## config.mk

```make
export PLATFORM = sky130hd
export DESIGN_NAME = atomic_sig_filter
export DESIGN_NICKNAME = d
export VERILOG_FILES = /design/src/rtl/sigf_pkg.sv /design/src/rtl/sigf_hash.sv /design/src/rtl/sigf_bitvec.sv /design/src/rtl/sigf_touch.sv /design/src/rtl/atomic_sig_filter.sv
export SDC_FILE = /design/constraint.sdc
export NUM_CORES = 1
export LEC_CHECK = 0
export BUFFER_PORTS_ARGS = -buffer_cell sky130_fd_sc_hd__buf_2
export CAP_MARGIN = 20
export CORE_AREA = 2 2 255 257
export CTS_CLUSTER_SIZE = 14
export DETAILED_ROUTE_END_ITERATION = 8
export DIE_AREA = 0 0 257 259
export GPL_TIMING_DRIVEN = 1
export SETUP_SLACK_MARGIN = 0.3
export SYNTH_ARGS = -nofsm -noshare
export SYNTH_HDL_FRONTEND = slang
export SYNTH_SLANG_ARGS = --single-unit
```

## constraint.sdc

```tcl
create_clock -name clk -period 6.35 [get_ports clk]
set_clock_uncertainty 0.05 [all_clocks]
set_input_delay 1.5875 -clock clk [delete_from_list [all_inputs] [get_ports clk]]
set_output_delay 1.5875 -clock clk [all_outputs]
set_load 0.02 [all_outputs]
```

## src/rtl/sigf_pkg.sv

```systemverilog
package sigf_pkg;

    localparam int SIG_BITS    = 256;
    localparam int IDX_W       = $clog2(SIG_BITS);
    localparam int ADDR_W      = 16;
    localparam int FOLD_CHUNKS = ADDR_W / IDX_W;
    localparam int NUM_HASH    = 2;
    localparam int HASH_ROT    = 5;
    localparam logic [IDX_W-1:0] HASH_SALT = 8'hA5;
    localparam int TOUCH_WORDS = 64;
    localparam int TOUCH_IDX_W = $clog2(TOUCH_WORDS);

    typedef logic [ADDR_W-1:0]   waddr_t;
    typedef logic [IDX_W-1:0]    sig_idx_t;
    typedef logic [SIG_BITS-1:0] sig_vec_t;

    typedef struct packed {
        logic   valid;
        logic   atomic;
        waddr_t addr;
    } st_req_t;

    typedef struct packed {
        logic   valid;
        logic   atomic;
        logic   registered;
        waddr_t addr;
    } ld_req_t;

    typedef enum logic [1:0] {
        LD_NONE = 2'd0,
        LD_SKIP = 2'd1,
        LD_MISS = 2'd2,
        LD_HIT  = 2'd3
    } ld_class_t;

    function automatic waddr_t rotl(input waddr_t a, input int unsigned n);
        waddr_t r;
        r = a;
        for (int unsigned i = 0; i < n; i++) begin
            r = {r[ADDR_W-2:0], r[ADDR_W-1]};
        end
        return r;
    endfunction

    function automatic sig_idx_t xor_fold(input waddr_t a);
        sig_idx_t acc;
        acc = '0;
        for (int i = 0; i < FOLD_CHUNKS; i++) begin
            acc = acc ^ a[i*IDX_W +: IDX_W];
        end
        return acc;
    endfunction

    function automatic sig_idx_t sig_hash(input waddr_t a, input int unsigned k);
        sig_idx_t h;
        h = xor_fold(rotl(a, k * HASH_ROT));
        if (k != 0) begin
            h = h ^ HASH_SALT;
        end
        return h;
    endfunction

endpackage

```

## src/rtl/sigf_hash.sv

```systemverilog
module sigf_hash
    import sigf_pkg::*;
#(
    parameter int unsigned K = 0
) (
    input  waddr_t   addr,
    output sig_idx_t idx
);
    assign idx = sig_hash(addr, K);
endmodule

```

## src/rtl/sigf_bitvec.sv

```systemverilog
module sigf_bitvec
    import sigf_pkg::*;
(
    input  logic     clk,
    input  logic     rst,
    input  logic     clr,
    input  logic     set_en,
    input  sig_vec_t set_mask,
    input  logic     merge_en,
    input  sig_vec_t merge_vec,
    output sig_vec_t bits
);
    sig_vec_t bits_q;
    sig_vec_t bits_d;

    always_comb begin
        bits_d = bits_q;
        if (set_en) begin
            bits_d = bits_d | set_mask;
        end
        if (merge_en) begin
            bits_d = bits_d | merge_vec;
        end
        if (clr) begin
            bits_d = '0;
        end
    end

    always_ff @(posedge clk) begin
        if (rst) begin
            bits_q <= '0;
        end else begin
            bits_q <= bits_d;
        end
    end

    assign bits = bits_q;
endmodule

```

## src/rtl/sigf_touch.sv

```systemverilog
module sigf_touch
    import sigf_pkg::*;
#(
    parameter int WORDS = TOUCH_WORDS,
    localparam int IW   = $clog2(WORDS)
) (
    input  logic          clk,
    input  logic          rst,
    input  logic          clr,
    input  logic          mark_en,
    input  logic [IW-1:0] mark_idx,
    input  logic [IW-1:0] rd_idx,
    output logic          rd_touched
);
    logic [WORDS-1:0] flags_q;

    always_ff @(posedge clk) begin
        if (rst || clr) begin
            flags_q <= '0;
        end else if (mark_en) begin
            flags_q[mark_idx] <= 1'b1;
        end
    end

    assign rd_touched = flags_q[rd_idx];
endmodule

```

## src/rtl/atomic_sig_filter.sv

```systemverilog
module atomic_sig_filter
    import sigf_pkg::*;
(
    input  logic                clk,
    input  logic                rst,
    input  logic                st_valid,
    input  logic                st_atomic,
    input  logic [ADDR_W-1:0]   st_addr,
    input  logic                ld_valid,
    input  logic                ld_atomic,
    input  logic                ld_registered,
    input  logic [ADDR_W-1:0]   ld_addr,
    output logic                ld_resp_valid,
    output logic                ld_inval,
    input  logic                clear,
    output logic [SIG_BITS-1:0] sig_out,
    input  logic                imp_valid,
    input  logic [SIG_BITS-1:0] imp_sig
);
    st_req_t   st_req;
    ld_req_t   ld_req;
    sig_idx_t  st_idx [NUM_HASH];
    sig_idx_t  ld_idx [NUM_HASH];
    sig_vec_t  st_mask;
    sig_vec_t  bits;
    logic      all_set;
    logic      touched;
    ld_class_t ld_cls;
    logic      resp_valid_q;
    logic      inval_q;

    assign st_req = '{valid: st_valid, atomic: st_atomic, addr: st_addr};
    assign ld_req = '{valid: ld_valid, atomic: ld_atomic,
                      registered: ld_registered, addr: ld_addr};

    for (genvar k = 0; k < NUM_HASH; k++) begin : g_hash
        sigf_hash #(.K(k)) i_st_hash (.addr(st_req.addr), .idx(st_idx[k]));
        sigf_hash #(.K(k)) i_ld_hash (.addr(ld_req.addr), .idx(ld_idx[k]));
    end

    always_comb begin
        st_mask = '0;
        for (int k = 0; k < NUM_HASH; k++) begin
            st_mask[st_idx[k]] = 1'b1;
        end
    end

    sigf_bitvec i_bits (
        .clk       (clk),
        .rst       (rst),
        .clr       (clear),
        .set_en    (st_req.valid && st_req.atomic),
        .set_mask  (st_mask),
        .merge_en  (imp_valid),
        .merge_vec (imp_sig),
        .bits      (bits)
    );

    sigf_touch #(.WORDS(TOUCH_WORDS)) i_touch (
        .clk        (clk),
        .rst        (rst),
        .clr        (clear),
        .mark_en    (ld_req.valid && ld_req.atomic),
        .mark_idx   (ld_req.addr[TOUCH_IDX_W-1:0]),
        .rd_idx     (ld_req.addr[TOUCH_IDX_W-1:0]),
        .rd_touched (touched)
    );

    always_comb begin
        all_set = 1'b1;
        for (int k = 0; k < NUM_HASH; k++) begin
            all_set = all_set & bits[ld_idx[k]];
        end
    end

    always_comb begin
        if (!ld_req.valid) begin
            ld_cls = LD_NONE;
        end else if (!ld_req.atomic || ld_req.registered || touched) begin
            ld_cls = LD_SKIP;
        end else if (all_set) begin
            ld_cls = LD_HIT;
        end else begin
            ld_cls = LD_MISS;
        end
    end

    always_ff @(posedge clk) begin
        if (rst) begin
            resp_valid_q <= 1'b0;
            inval_q      <= 1'b0;
        end else begin
            resp_valid_q <= (ld_cls != LD_NONE);
            inval_q      <= (ld_cls == LD_HIT);
        end
    end

    assign ld_resp_valid = resp_valid_q;
    assign ld_inval      = inval_q;
    assign sig_out       = bits;
endmodule

```

# After elaboration in Yosys (flattened, before gate mapping)
# Cells that the tools add are included.
# op_classes
bitwise_logic	11
magnitude_cmp	8
eq_ne	1
reduce_logical	11
mux	17
# ops
op	n
$or 256x256->256	3
$mux 256	2
$or 64x64->64	1
$lt 8x9->1 const B	4
$xor 8x8->8	4
$bmux 1 s8	2
$demux 1 s8	2
$ge 8x1->1 const B	2
$not 4->4	2
$lt 6x7->1 const B	1
$mux 1	7
$bmux 1 s6	1
$demux 1 s6	1
$ge 6x1->1 const B	1
$logic_and 1x1->1	5
$mux 2	2
$logic_or 1x1->1	3
$eq 2x2->1 const B	1
$reduce_bool 2->1	1
$reduce_or 2->1	1
$and 1x1->1	1
$logic_not 1->1	1
# totals
register_bits	322
in_bits	297
word_cells	52
output_inout_bits	258

# Logic depth before layout (Yosys ltp)
# depth
ltp_word	11
ltp_mapped	12
mapped_depth_nobuf	8

# Modules after synthesis
# From an unflattened synthesis, not the netlist that was laid out.
# hier_totals
cells_unflattened	1949
area_unflattened_um2	18519.0
# modules_own_cells
mod	instances	cells_each	area_each_um2
sigf_bitvec	1	854	9023.7
atomic_sig_filter	1	785	6611.3
sigf_touch	1	278	2603.7
sigf_hash	4	8	70.1

# Worst setup path after synthesis
# Ideal clock, no wire load.
# synth_timing
path_type	input-to-reg
start	in ld_addr[0]
end	reg inval_q, in the netlist ld_inval
cell_stages	8
required_ns	6.182
arrival_ns	3.669
path_slack_ns	2.514
path_cell_list	buf_6 > xor2_2 > buf_6 > mux4_2 > mux4_2 > a311oi_1 > o32ai_1 > o2111a_1
# synth_between
elab_chain_len	9
# synth_rtl
item	line_no	source
start, declared	atomic_sig_filter.sv:12	input logic [ADDR_W-1:0] ld_addr,
$xor 8x8->8	sigf_pkg.sv:50	acc = acc ^ a[i*IDX_W +: IDX_W];
$not 4->4 (no source line)	--	
$bmux 1 s8	atomic_sig_filter.sv:72	all_set = all_set & bits[ld_idx[k]];
$mux 1 (not written as such)	atomic_sig_filter.sv:72	
$and 1x1->1	atomic_sig_filter.sv:72	
$mux 1	atomic_sig_filter.sv:81	end else if (all_set) begin
$mux 2 (*)	atomic_sig_filter.sv:79	end else if (!ld_req.atomic || ld_req.registered || touched) begin
$mux 2 (*)	atomic_sig_filter.sv:77	if (!ld_req.valid) begin
$eq 2x2->1 (*)	atomic_sig_filter.sv:94	inval_q <= (ld_cls == LD_HIT);
end signal, assigned	atomic_sig_filter.sv:94	
end, declared	atomic_sig_filter.sv:30	logic inval_q;
# Mark *: on every way between the ends. The rest lies on a longest branch, timed or not. The select of a mux whose other input is x is not followed.
# A chain may end at the register's enable or synchronous reset.

# Worst setup path in the final report
# layout_timing
start	in ld_addr[3]
end	reg inval_q, in the netlist ld_inval
# The elaborated chain is that of the path after synthesis.

==> impl_metrics.py <==
metrics = {
    "drt": {
        "wl_per_cell_um": 35.0,
        "route.vias.total": 21913,
        "drt_iter0_markers": 3046,
        "drtAntennaViolNets": 0,
        "routed_wl_um": 119000,
        "dr.pass1.iters": 7,
        "vias_per_cell": 6.46,
        "drc": 0,
    },
    "floorplan": {
        "fp.coreArea_um2": 63900,
        "fp.dieW_um": 257,
        "ios": 555,
        "fp.dieArea_um2": 66600,
        "initial_core_util_pct": 28.7,
        "rows": 93,
        "die_h_um": 259,
    },
    "final_layout": {
        "layout.cells.non_filler": 3391,
        "multiInputGateArea_um2": 11000,
        "regArea_um2": 6450,
        "area_delta_synth_final_pct": 26.8,
        "num-nets-final": 2791,
        "utilization_pct": 36.4,
        "nFillCells": 6685,
        "final_layout_size_suffix_gt1_share_pct": 32.2,
    },
    "yosys": {
        "netlist_instances": 2048,
        "ys_types": 59,
        "ys_warn_count": 0,
        "syn_area_um2": 18300,
        "syn-num-nets": 2345,
        "syn_area_per_cell_um2": 8.95,
        "synthFlopType": "dfxtp_1",
        "synth.most_common_cell": "nor2_1",
        "synthTopCellsByCount": "nor2_1, dfxtp_1, o22ai_1, a221oi_1",
        "synthArstFlopShare_pct": 0,
        "yosysTopAreaCellShare_pct": 35.2,
        "ys_ff_latch": 322,
        "synth_top_cell_by_area": "dfxtp_1",
        "yosysSeqAreaShare_pct": 35.2,
        "synth-edff-count": 0,
        "synthTopCellsByArea": "dfxtp_1, mux4_2, a221oi_1",
    },
    "worst_setup_path": {
        "crit_fanout": 20,
        "timing.rr.end": "ld_inval",
        "required_ps": 6820,
        "critPathKind": "in2reg",
        "startpoint_type": "input port",
        "crit_arrival_ps": 5090,
        "rrSetupSlack_ps": 3860,
        "worst_setup_path_end_kind": "flip-flop",
        "rr_startpoint": "i_bits.bits[212]",
        "r2r_cells": 6,
    },
    "global_routing": {
        "gr-total-overflow": 0,
        "track_usage_pct": 34.0,
        "grt_max_degree": 147,
        "grt_pass1_vias": 20904,
        "antenna_found_initial": 46,
        "grt_pass1_wl_um": 162000,
    },
    "power_and_ir_drop": {
        "p_leak_nw": 8.92,
        "peakVddDrop_mv": 0.171,
        "power_density_nw_per_um2": 248,
    },
    "sta": {
        "hold_violations": 0,
        "setup_tns_ps": 0,
        "final.min_clock_period_ps": 4610,
        "tightest_slew_ps": 1230,
        "clock.fmax_ghz": 0.217,
        "period_share_pct": 72.7,
        "timing.final.setup_violations": 0,
        "rsz0062_at_grt": "false",
        "drv_slew": 0,
        "relSlewSlack_pct": 17.9,
    },
    "placement": {
        "dp_hpwl_um": 86800,
        "io_buffer_count": 554,
        "placed_cells": 3303,
        "gp_congestion": 1.03,
    },
    "cts": {
        "cts_buffers": 39,
        "cts_setup_buffers": 0,
        "worstSkewPairLatency_ps": 590,
        "cts.clk_slew.worst_paths_ps": 60,
        "cts_tree": "yes",
        "cts_max_path_buffers": 3,
        "cts_sinks": 322,
        "hold_buffers": 0,
        "clock_tree.root_cell": "clkbuf_16",
        "cts_max_level": 2,
        "post_cts_resized": 0,
    },
    "min_path": {
        "min_from": "i_touch.flags_q[3]",
        "holdPathEnd": "i_touch.flags_q[3]",
        "holdCritPathClass": "reg2reg",
        "hold_depth": 2,
    },
    "flow_run": {
        "cap_violations": 0,
    },
    "outcome": {
        "status": "complete, no violations",
    },
}
[cell type report]
cell class | count | area share, %
clock buffers | 54 | 4.74
diodes | 13 | 0.140
inverters | 1 | 0.0161
flip-flops and latches | 322 | 27.7
clock inverters | 16 | 0.672
repair buffers | 620 | 14.8
multi-input cells | 1510 | 47.3
well taps | 855 | 4.60
[through the flow]
step,area [um^2],setup slack (ps),hold WS (ps),power [mW]
5_1_grt,23200,1530,435,5.88
3_5_place_dp,21900,1310,404,3.46
2_1_floorplan,18300,2510,381,2.90
3_3_place_gp,21800,1310,392,3.46
4_1_cts,23100,1880,417,5.70
6_report,23300,1740,410,5.76
[power breakdown]
| group | switching, mW | total, mW | internal [mW] |
|---|---|---|---|
| logic | 0.854 | 1.28 | 0.429 |
| clock network | 0.984 | 2.29 | 1.30 |
| registers | 0.113 | 2.19 | 2.08 |
[placed cells by master, fill, tap and decap left out, types with 20 or more instances in the layout]
master	Yosys	layout
dfxtp_1	322	322
mux2i_1	28	28
nor2_1	360	360
o22ai_1	235	235
nand2_1	166	164
mux4_2	101	101
a21oi_1	165	165
clkbuf_16	0	40
o21ai_0	23	23
nand3_1	20	20
a221oi_1	226	226
buf_4	14	53
buf_2	16	554
[how the worst max path moves through the flow]
stage,slack [ps],start,depth (start not counted),end
global placement,1310,ld_addr[3],9,ld_inval
global route,1530,ld_addr[3],9,ld_inval
finish,1740,ld_addr[3],9,ld_inval
floorplan,2510,ld_addr[0],8,ld_inval
CTS,1880,ld_addr[3],9,ld_inval
detailed placement,1310,ld_addr[3],9,ld_inval
[critical path, stage by stage]
cell      delay (ps)
buf_2            210
xnor2_4          780
nand3_1          890
o221ai_1         460
a21oi_1           70
nor4_1           320
nor3_1           110
a211oi_1         400
o2111a_1         240
[flip-flops by register name (all words and copies together) (netlist names)]
name and flops:
ld_resp_valid 1, i_touch.flags_q 64, ld_inval 1, i_bits.bits 256
[logic make-up after synthesis]
logic type | share of synthesized area, %
AOI/OAI and AO/OA | 26.5
and+or+nand+nor | 13.8
DFF | 35.2
buffers and inverters | 5.33
muxes | 17.0
xor gates and xnor gates | 2.18
[metal layers]
metal | up-vias | global-route usage, % | part of all wire (%)
li1 | 8961 | - | -
met1 | 10705 | 39.5 | 35
met2 | 1735 | 51.8 | 43
met3 | 452 | 17.0 | 15
met4 | 60 | 16.7 | 6.1
met5 | - | 0 | 0.30
Note: power is estimated with default switching activity, not from simulation.
